<file path="src/rtl/ecc_fifo_pkg.sv">
package ecc_fifo_pkg;
  localparam int WORD_W = 64;
  localparam int HAM_W  = 7;
  localparam int CHK_W  = HAM_W + 1;

  // Codeword position (1-based) of data bit j; positions that are powers of two hold check bits.
  function automatic int data_pos(input int j);
    int n;
    int pos;
    n   = 0;
    pos = 0;
    for (int p = 1; p < 128; p++) begin
      if ((p & (p - 1)) != 0) begin
        if (n == j) pos = p;
        n++;
      end
    end
    return pos;
  endfunction

  // Data bits covered by Hamming check bit k.
  function automatic logic [WORD_W-1:0] cover_mask(input int k);
    logic [WORD_W-1:0] m;
    m = '0;
    for (int j = 0; j < WORD_W; j++) m[j] = ((data_pos(j) >> k) & 1) == 1;
    return m;
  endfunction
endpackage

</file>
<file path="src/rtl/ecc_fifo_enc.sv">
module ecc_fifo_enc
  import ecc_fifo_pkg::*;
(
  input  logic [WORD_W-1:0] data,
  output logic [CHK_W-1:0]  chk
);
  logic [HAM_W-1:0] ham;

  for (genvar k = 0; k < HAM_W; k++) begin : g_ham
    localparam logic [WORD_W-1:0] MASK = cover_mask(k);
    assign ham[k] = ^(data & MASK);
  end

  assign chk = {^{data, ham}, ham};
endmodule

</file>
<file path="src/rtl/ecc_fifo_dec.sv">
module ecc_fifo_dec
  import ecc_fifo_pkg::*;
#(
  parameter int OUT_W = 16
) (
  input  logic [WORD_W-1:0] data,
  input  logic [CHK_W-1:0]  chk,
  output logic [OUT_W-1:0]  fixed,
  output logic              sbe,
  output logic              dbe
);
  logic [HAM_W-1:0] syn;
  logic             odd;

  for (genvar k = 0; k < HAM_W; k++) begin : g_syn
    localparam logic [WORD_W-1:0] MASK = cover_mask(k);
    assign syn[k] = chk[k] ^ (^(data & MASK));
  end

  assign odd = ^{data, chk};

  // Flip a data bit only when the overall parity is odd and the syndrome points at it.
  for (genvar j = 0; j < OUT_W; j++) begin : g_fix
    localparam int POS = data_pos(j);
    assign fixed[j] = data[j] ^ (odd && (syn == HAM_W'(POS)));
  end

  assign sbe = odd;
  assign dbe = !odd && (syn != '0);
endmodule

</file>
<file path="src/rtl/ecc_fifo_ctrl.sv">
module ecc_fifo_ctrl #(
  parameter int DEPTH = 8,
  localparam int PTR_W = $clog2(DEPTH),
  localparam int CNT_W = $clog2(DEPTH + 1)
) (
  input  logic             clk,
  input  logic             rst_n,
  input  logic             wr_req,
  input  logic             rd_req,
  output logic             wr_ok,
  output logic             rd_ok,
  output logic [PTR_W-1:0] wr_idx,
  output logic [PTR_W-1:0] rd_idx,
  output logic             full,
  output logic             empty
);
  logic [CNT_W-1:0] count;

  assign full  = (count == CNT_W'(DEPTH));
  assign empty = (count == '0);
  assign wr_ok = wr_req && !full;
  assign rd_ok = rd_req && !empty;

  function automatic logic [PTR_W-1:0] bump(input logic [PTR_W-1:0] p);
    return (p == PTR_W'(DEPTH - 1)) ? '0 : p + 1'b1;
  endfunction

  always_ff @(posedge clk) begin
    if (!rst_n) begin
      wr_idx <= '0;
      rd_idx <= '0;
      count  <= '0;
    end else begin
      if (wr_ok) wr_idx <= bump(wr_idx);
      if (rd_ok) rd_idx <= bump(rd_idx);
      if (wr_ok && !rd_ok)      count <= count + 1'b1;
      else if (rd_ok && !wr_ok) count <= count - 1'b1;
    end
  end


  no_overflow_chk: assert property (@(posedge clk) disable iff (!rst_n)
    (full && wr_req && !rd_req) |=> (full && wr_idx == $past(wr_idx)));

  full_empty_excl_chk: assert property (@(posedge clk) disable iff (!rst_n)
    !(full && empty));

  no_underflow_chk: assert property (@(posedge clk) disable iff (!rst_n)
    (empty && rd_req && !wr_req) |=> (empty && rd_idx == $past(rd_idx)));

  occupancy_keep_chk: assert property (@(posedge clk) disable iff (!rst_n)
    (wr_ok && rd_ok) |=> (count == $past(count)));
endmodule

</file>
<file path="src/rtl/ecc_fifo_store.sv">
module ecc_fifo_store #(
  parameter int DEPTH = 8,
  parameter int ENT_W = 72,
  localparam int PTR_W = $clog2(DEPTH)
) (
  input  logic             clk,
  input  logic             we,
  input  logic [PTR_W-1:0] wr_idx,
  input  logic [ENT_W-1:0] wr_word,
  input  logic [1:0]       wr_inj,
  input  logic [PTR_W-1:0] rd_idx,
  output logic [ENT_W-1:0] rd_word
);
  // Each slot holds the clean codeword plus its corruption requests {double, single}.
  logic [ENT_W+1:0] mem [DEPTH];
  logic [ENT_W+1:0] slot;
  logic [ENT_W-1:0] flip;

  always_ff @(posedge clk) begin
    if (we) mem[wr_idx] <= {wr_inj, wr_word};
  end

  assign slot = mem[rd_idx];

  // Double request wins: flip data bits 0 and 1; single flips data bit 0 only.
  always_comb begin
    flip = '0;
    if (slot[ENT_W+1])    flip[1:0] = 2'b11;
    else if (slot[ENT_W]) flip[0]   = 1'b1;
  end

  assign rd_word = slot[ENT_W-1:0] ^ flip;
endmodule

</file>
<file path="src/rtl/ecc_fifo.sv">
module ecc_fifo
  import ecc_fifo_pkg::*;
#(
  parameter int DATA_W = 16,
  parameter int DEPTH  = 8,
  localparam int PTR_W = $clog2(DEPTH),
  localparam int ENT_W = WORD_W + CHK_W
) (
  input  logic              clk,
  input  logic              rst_n,
  input  logic              in_valid,
  output logic              in_ready,
  input  logic [DATA_W-1:0] in_data,
  input  logic              in_inj_single,
  input  logic              in_inj_double,
  input  logic              out_pop,
  output logic              out_valid,
  output logic [DATA_W-1:0] out_data,
  output logic              out_sbiterr,
  output logic              out_dbiterr,
  output logic              full,
  output logic              empty
);
  logic             wr_ok, rd_ok;
  logic [PTR_W-1:0] wr_idx, rd_idx;
  logic [WORD_W-1:0] pad_word;
  logic [CHK_W-1:0]  pad_chk;
  logic [ENT_W-1:0]  rd_word;
  logic [DATA_W-1:0] dec_data;
  logic              dec_sbe, dec_dbe;

  ecc_fifo_ctrl #(.DEPTH(DEPTH)) ctrl_i (
    .clk    (clk),
    .rst_n  (rst_n),
    .wr_req (in_valid),
    .rd_req (out_pop),
    .wr_ok  (wr_ok),
    .rd_ok  (rd_ok),
    .wr_idx (wr_idx),
    .rd_idx (rd_idx),
    .full   (full),
    .empty  (empty)
  );

  assign in_ready = !full;
  assign pad_word = WORD_W'(in_data);

  ecc_fifo_enc enc_i (
    .data (pad_word),
    .chk  (pad_chk)
  );

  ecc_fifo_store #(.DEPTH(DEPTH), .ENT_W(ENT_W)) store_i (
    .clk     (clk),
    .we      (wr_ok),
    .wr_idx  (wr_idx),
    .wr_word ({pad_chk, pad_word}),
    .wr_inj  ({in_inj_double, in_inj_single}),
    .rd_idx  (rd_idx),
    .rd_word (rd_word)
  );

  ecc_fifo_dec #(.OUT_W(DATA_W)) dec_i (
    .data  (rd_word[WORD_W-1:0]),
    .chk   (rd_word[ENT_W-1:WORD_W]),
    .fixed (dec_data),
    .sbe   (dec_sbe),
    .dbe   (dec_dbe)
  );

  // Result registers deliberately have no reset.
  always_ff @(posedge clk) begin
    if (rd_ok) begin
      out_data    <= dec_data;
      out_sbiterr <= dec_sbe;
      out_dbiterr <= dec_dbe;
    end
  end

  always_ff @(posedge clk) begin
    if (!rst_n) out_valid <= 1'b0;
    else        out_valid <= rd_ok;
  end


  pop_latency_chk: assert property (@(posedge clk) disable iff (!rst_n)
    (out_pop && !empty) |=> out_valid);

  idle_quiet_chk: assert property (@(posedge clk) disable iff (!rst_n)
    !(out_pop && !empty) |=> !out_valid);

  flag_excl_chk: assert property (@(posedge clk) disable iff (!rst_n)
    out_valid |-> !(out_sbiterr && out_dbiterr));

  reset_empty_chk: assert property (@(posedge clk)
    $past(!rst_n) |-> (empty && !full && in_ready));
endmodule

</file>
<file path="config.mk">
export PLATFORM = sky130hd
export DESIGN_NAME = ecc_fifo
export DESIGN_NICKNAME = d
export VERILOG_FILES = /design/src/rtl/ecc_fifo_pkg.sv /design/src/rtl/ecc_fifo_enc.sv /design/src/rtl/ecc_fifo_dec.sv /design/src/rtl/ecc_fifo_ctrl.sv /design/src/rtl/ecc_fifo_store.sv /design/src/rtl/ecc_fifo.sv
export SDC_FILE = /design/constraint.sdc
export NUM_CORES = 1
export LEC_CHECK = 0
export BUFFER_PORTS_ARGS = -buffer_cell sky130_fd_sc_hd__clkbuf_2
export CORE_ASPECT_RATIO = 0.7
export CORE_MARGIN = 2
export CORE_UTILIZATION = 35
export CTS_CLUSTER_SIZE = 20
export DETAILED_ROUTE_END_ITERATION = 16
export PLACE_DENSITY = 0.46
export SYNTH_ARGS = -nofsm -noshare
export SYNTH_HDL_FRONTEND = slang
export SYNTH_SLANG_ARGS = --single-unit
</file>
<file path="constraint.sdc">
create_clock -name clk -period 7.4 [get_ports clk]
set_clock_uncertainty 0.15 [all_clocks]
set_input_delay 0.74 -clock clk [delete_from_list [all_inputs] [get_ports clk]]
set_output_delay 0.74 -clock clk [all_outputs]
set_load 0.01 [all_outputs]
</file>
==> flow_metrics.py <==
metrics = {
    "drt": {
        "drt.antenna.violating_nets": 0,
        "routed_via_density": 4.891,
        "initialDrtViolationCount": 206,
        "vias": 4583,
        "drt_first_pass_iters": 4,
        "wl_per_cell_um": 21.97,
        "drc": 0,
        "wirelength_um": 20590,
    },
    "synth": {
        "synth_area_leaders": "edfxtp_1 (66%), mux4_2 (10%), xnor2_1 (4.9%)",
        "synth_xor_area_share_pct": 9.324,
        "synth_top_family_by_area": "multiplexers",
        "synth_cells": 496,
        "synth_compound_area_share_pct": 0.6539,
        "yosys.area_share.adder_pct": 1.125,
        "synthFlopType": "edfxtp_1",
        "synthSimpleGateAreaFrac_pct": 4.119,
        "synthArstFlopShare_pct": 0,
        "synth_area_per_cell_um2": 19.29,
        "synth_top_cell_area_share_pct": 65.91,
        "synth_top_area_cell": "edfxtp_1",
        "seq_area_frac_synth_pct": 68.84,
        "yosys-mux-area-fraction_pct": 14.36,
        "synth_cell_types": 38,
        "synth_fp_nets": 526,
        "synth_edf_count": 210,
        "syn_area_mm2": 0.009568,
        "ys_ff_latch": 224,
        "yosysWarnings": 0,
    },
    "sta": {
        "timing.slew.headroom_pct": 27.88,
        "grt_setup_unrepaired": "no",
        "max_freq_mhz": 194.1,
        "fin_setup_tns_ns": 0,
        "tightest_slew_ns": 1.078,
        "setup_viol": 0,
        "final-hold-violation-count": 0,
        "fin_crit_ns": 5.152,
        "final-max-slew-violation-count": 0,
        "finalCritPeriodShare_pct": 69.63,
    },
    "pwr": {
        "powerDensity_mw_per_mm2": 471.2,
        "p_leak_nw": 3.532,
        "power.total_mw": 5.153,
        "vdd_ir_drop_max_uv": 498.0,
    },
    "cells_and_area": {
        "syn_to_final_growth_pct": 14.31,
        "nNetsFinal": 589,
        "stdcell_count": 937,
        "seq_area_mm2": 0.006590,
        "antennaDiodeCount": 0,
        "final_area_mm2": 0.01094,
        "fillCellCount": 2440,
        "drive_above_1_share_pct": 26.88,
        "multiInputGateArea_mm2": 0.002864,
    },
    "grt": {
        "grt_usage_pct": 14.81,
        "grt_pass1_vias": 4812,
        "grt_pass1_wl_um": 31090,
        "grt_max_degree": 32,
        "grt-ovfl-total": 0,
        "antenna_found_initial": 1,
    },
    "floorplanning": {
        "start_util_pct": 35.73,
        "fp.coreArea_mm2": 0.02678,
        "die_x_um": 201.6,
        "rows": 50,
        "dieArea_mm2": 0.02870,
        "ios": 44,
        "die_height_um": 142.3,
    },
    "clock_tree": {
        "clockRootBuffer": "clkbuf_16",
        "cts_tree": "yes",
        "ctsHoldBuffers": 0,
        "ctsLongestPathBuffers": 3,
        "post_cts_buffers": 0,
        "htreeDepth": 1,
        "clock_sinks": 224,
        "clk_pin_slew_ns": 0.06,
        "clk_latency_ns": 0.51,
        "cts.repair.resized": 0,
        "cts_buffers": 23,
    },
    "setup_path": {
        "crit_type": "reg2reg",
        "end_kind": "register",
        "critPathCapture": "out_data[1]",
        "r2r_setup_slack_ns": 2.25,
        "critPathRequiredTime_ns": 7.49,
        "crit_family": "XOR/XNOR gates",
        "crit_cells": 9,
        "slowest_stage": "dfxtp_2",
        "critPathLaunchType": "register",
        "reg2reg_depth": 9,
        "cpPeakStageDelay_ns": 0.98,
        "cp_cell_sequence": "mux4_2 > mux2i_1 > xnor3_1 > xor2_2 > xnor3_1 > xor2_1 > inv_2 > and4b_1 > xor2_1",
        "crit_arrival_ns": 5.24,
        "cp.buffers_inverters": 1,
        "crit_fanout": 23,
        "r2r-end": "out_data[1]",
    },
    "placed_design": {
        "gp_congestion": 0.7770,
        "placed_cells": 898,
        "portBuffers": 43,
        "place_area_mm2": 0.01024,
        "dp_hpwl_um": 12740,
    },
    "run": {
        "drv_cap": 0,
    },
    "hold_path": {
        "hp-class": "reg2reg",
    },
    "status": {
        "status": "completed",
    },
}
-- through the flow --
stage | hold WS, ns | setup slack [ns] | utilization [%]
final | 0.3354 | 2.248 | 40.85
after global routing | 0.3749 | 2.037 | 40.85
after CTS | 0.3466 | 2.210 | 40.85
after detailed placement | 0.3394 | 2.214 | 38.23
after global placement | 0.3180 | 2.235 | 38.23
after floorplan | 0.3047 | 3.561 | -
-- power breakdown --
part           switching, mW  internal (mW)
Combinational           1.39          0.941
Sequential            0.0928           1.64
Clock                  0.457          0.637
-- worst min path at each step --
| stage | startpoint | end | slack [ns] | cells after the start |
|---|---|---|---|---|
| after floorplan | ctrl_i.rd_idx[2] | register | 0.30 | 2 |
| after CTS | ctrl_i.rd_idx[2] | register | 0.35 | 2 |
| after detailed placement | ctrl_i.rd_idx[2] | register | 0.34 | 2 |
| final | ctrl_i.rd_idx[2] | register | 0.34 | 2 |
| after global routing | ctrl_i.rd_idx[2] | register | 0.37 | 2 |
| after global placement | ctrl_i.rd_idx[2] | register | 0.32 | 2 |
-- per-layer routing --
layer  share of wire (%)  track usage, %  vias to the layer above
met5               0.053               0                        -
met4                 1.7           3.483                        2
met3                 4.2           2.541                       29
met2                  44           21.80                       70
met1                  50           22.87                     2399
li1                    -               -                     2083
-- cell families (layout without fill, tap and decap cells) --
group / Yosys count / count (layout)
adder cells (fa/ha/maj): 8 / 8
flip-flops: 224 / 224
AO/OA/AOI/OAI: 12 / 12
AND/OR/NAND/NOR: 70 / 70
multiplexers: 73 / 73
buffers and inverters: 23 / 100
XOR/XNOR: 86 / 86
-- synthesized netlist by cell type, types with 2 or more instances --
master    instances
a21oi_1          10
buf_2             6
buf_4             3
buf_6             4
clkbuf_1          3
dfxtp_1          14
edfxtp_1        210
ha_1              7
inv_1             5
mux2i_1          20
mux2i_2           4
mux4_1            4
mux4_2           44
nand2_1          13
nand2b_1          3
nand3_1           3
nand4_1           2
nor2_1           23
nor3_1           10
nor3b_1           2
nor4_1            2
nor4_2            4
nor4b_2           3
xnor2_1          54
xnor3_1           9
xor2_1           21
xor2_2            2
-- registers in the layout, indices dropped and copies added (netlist names), named ones only --
signal,flops
ctrl_i.count,4
ctrl_i.rd_idx,3
out_data,16
out_valid,1
out_dbiterr,1
store_i.mem,192
ctrl_i.wr_idx,3
out_sbiterr,1
-- area by class of cell --
| class | count | share of cell area [%] |
|---|---|---|
| inverters | 6 | 0.2059 |
| clock buffers | 28 | 5.434 |
| multi-input cells | 249 | 26.19 |
| well taps | 364 | 4.164 |
| clock inverters | 11 | 0.9610 |
| flip-flops and latches | 224 | 60.26 |
| repair buffers | 55 | 2.791 |
-- cells in the final DEF (no fill, tap or decap), types with 6 or more instances in the layout --
master and instances:
edfxtp_1 210, xnor2_1 54, mux4_2 44, clkbuf_2 43, clkbuf_16 23, xor2_1 21, mux2i_1 20, nor2_1 20
nand2_1 13, buf_4 12, dfxtp_1 11, a21oi_1 10, xnor3_1 9, ha_1 7, nor3_1 6, clkinv_1 6
-- worst register-to-register path, delay by kind of cell (launching register included) --
kind	cells	cell delay, ns
simple gates	1	0.28
buf+inv	1	0.17
flops	1	0.98
mux	2	1.15
xor+xnor	5	2.17
No activity file was read; power rests on OpenSTA's default activity.
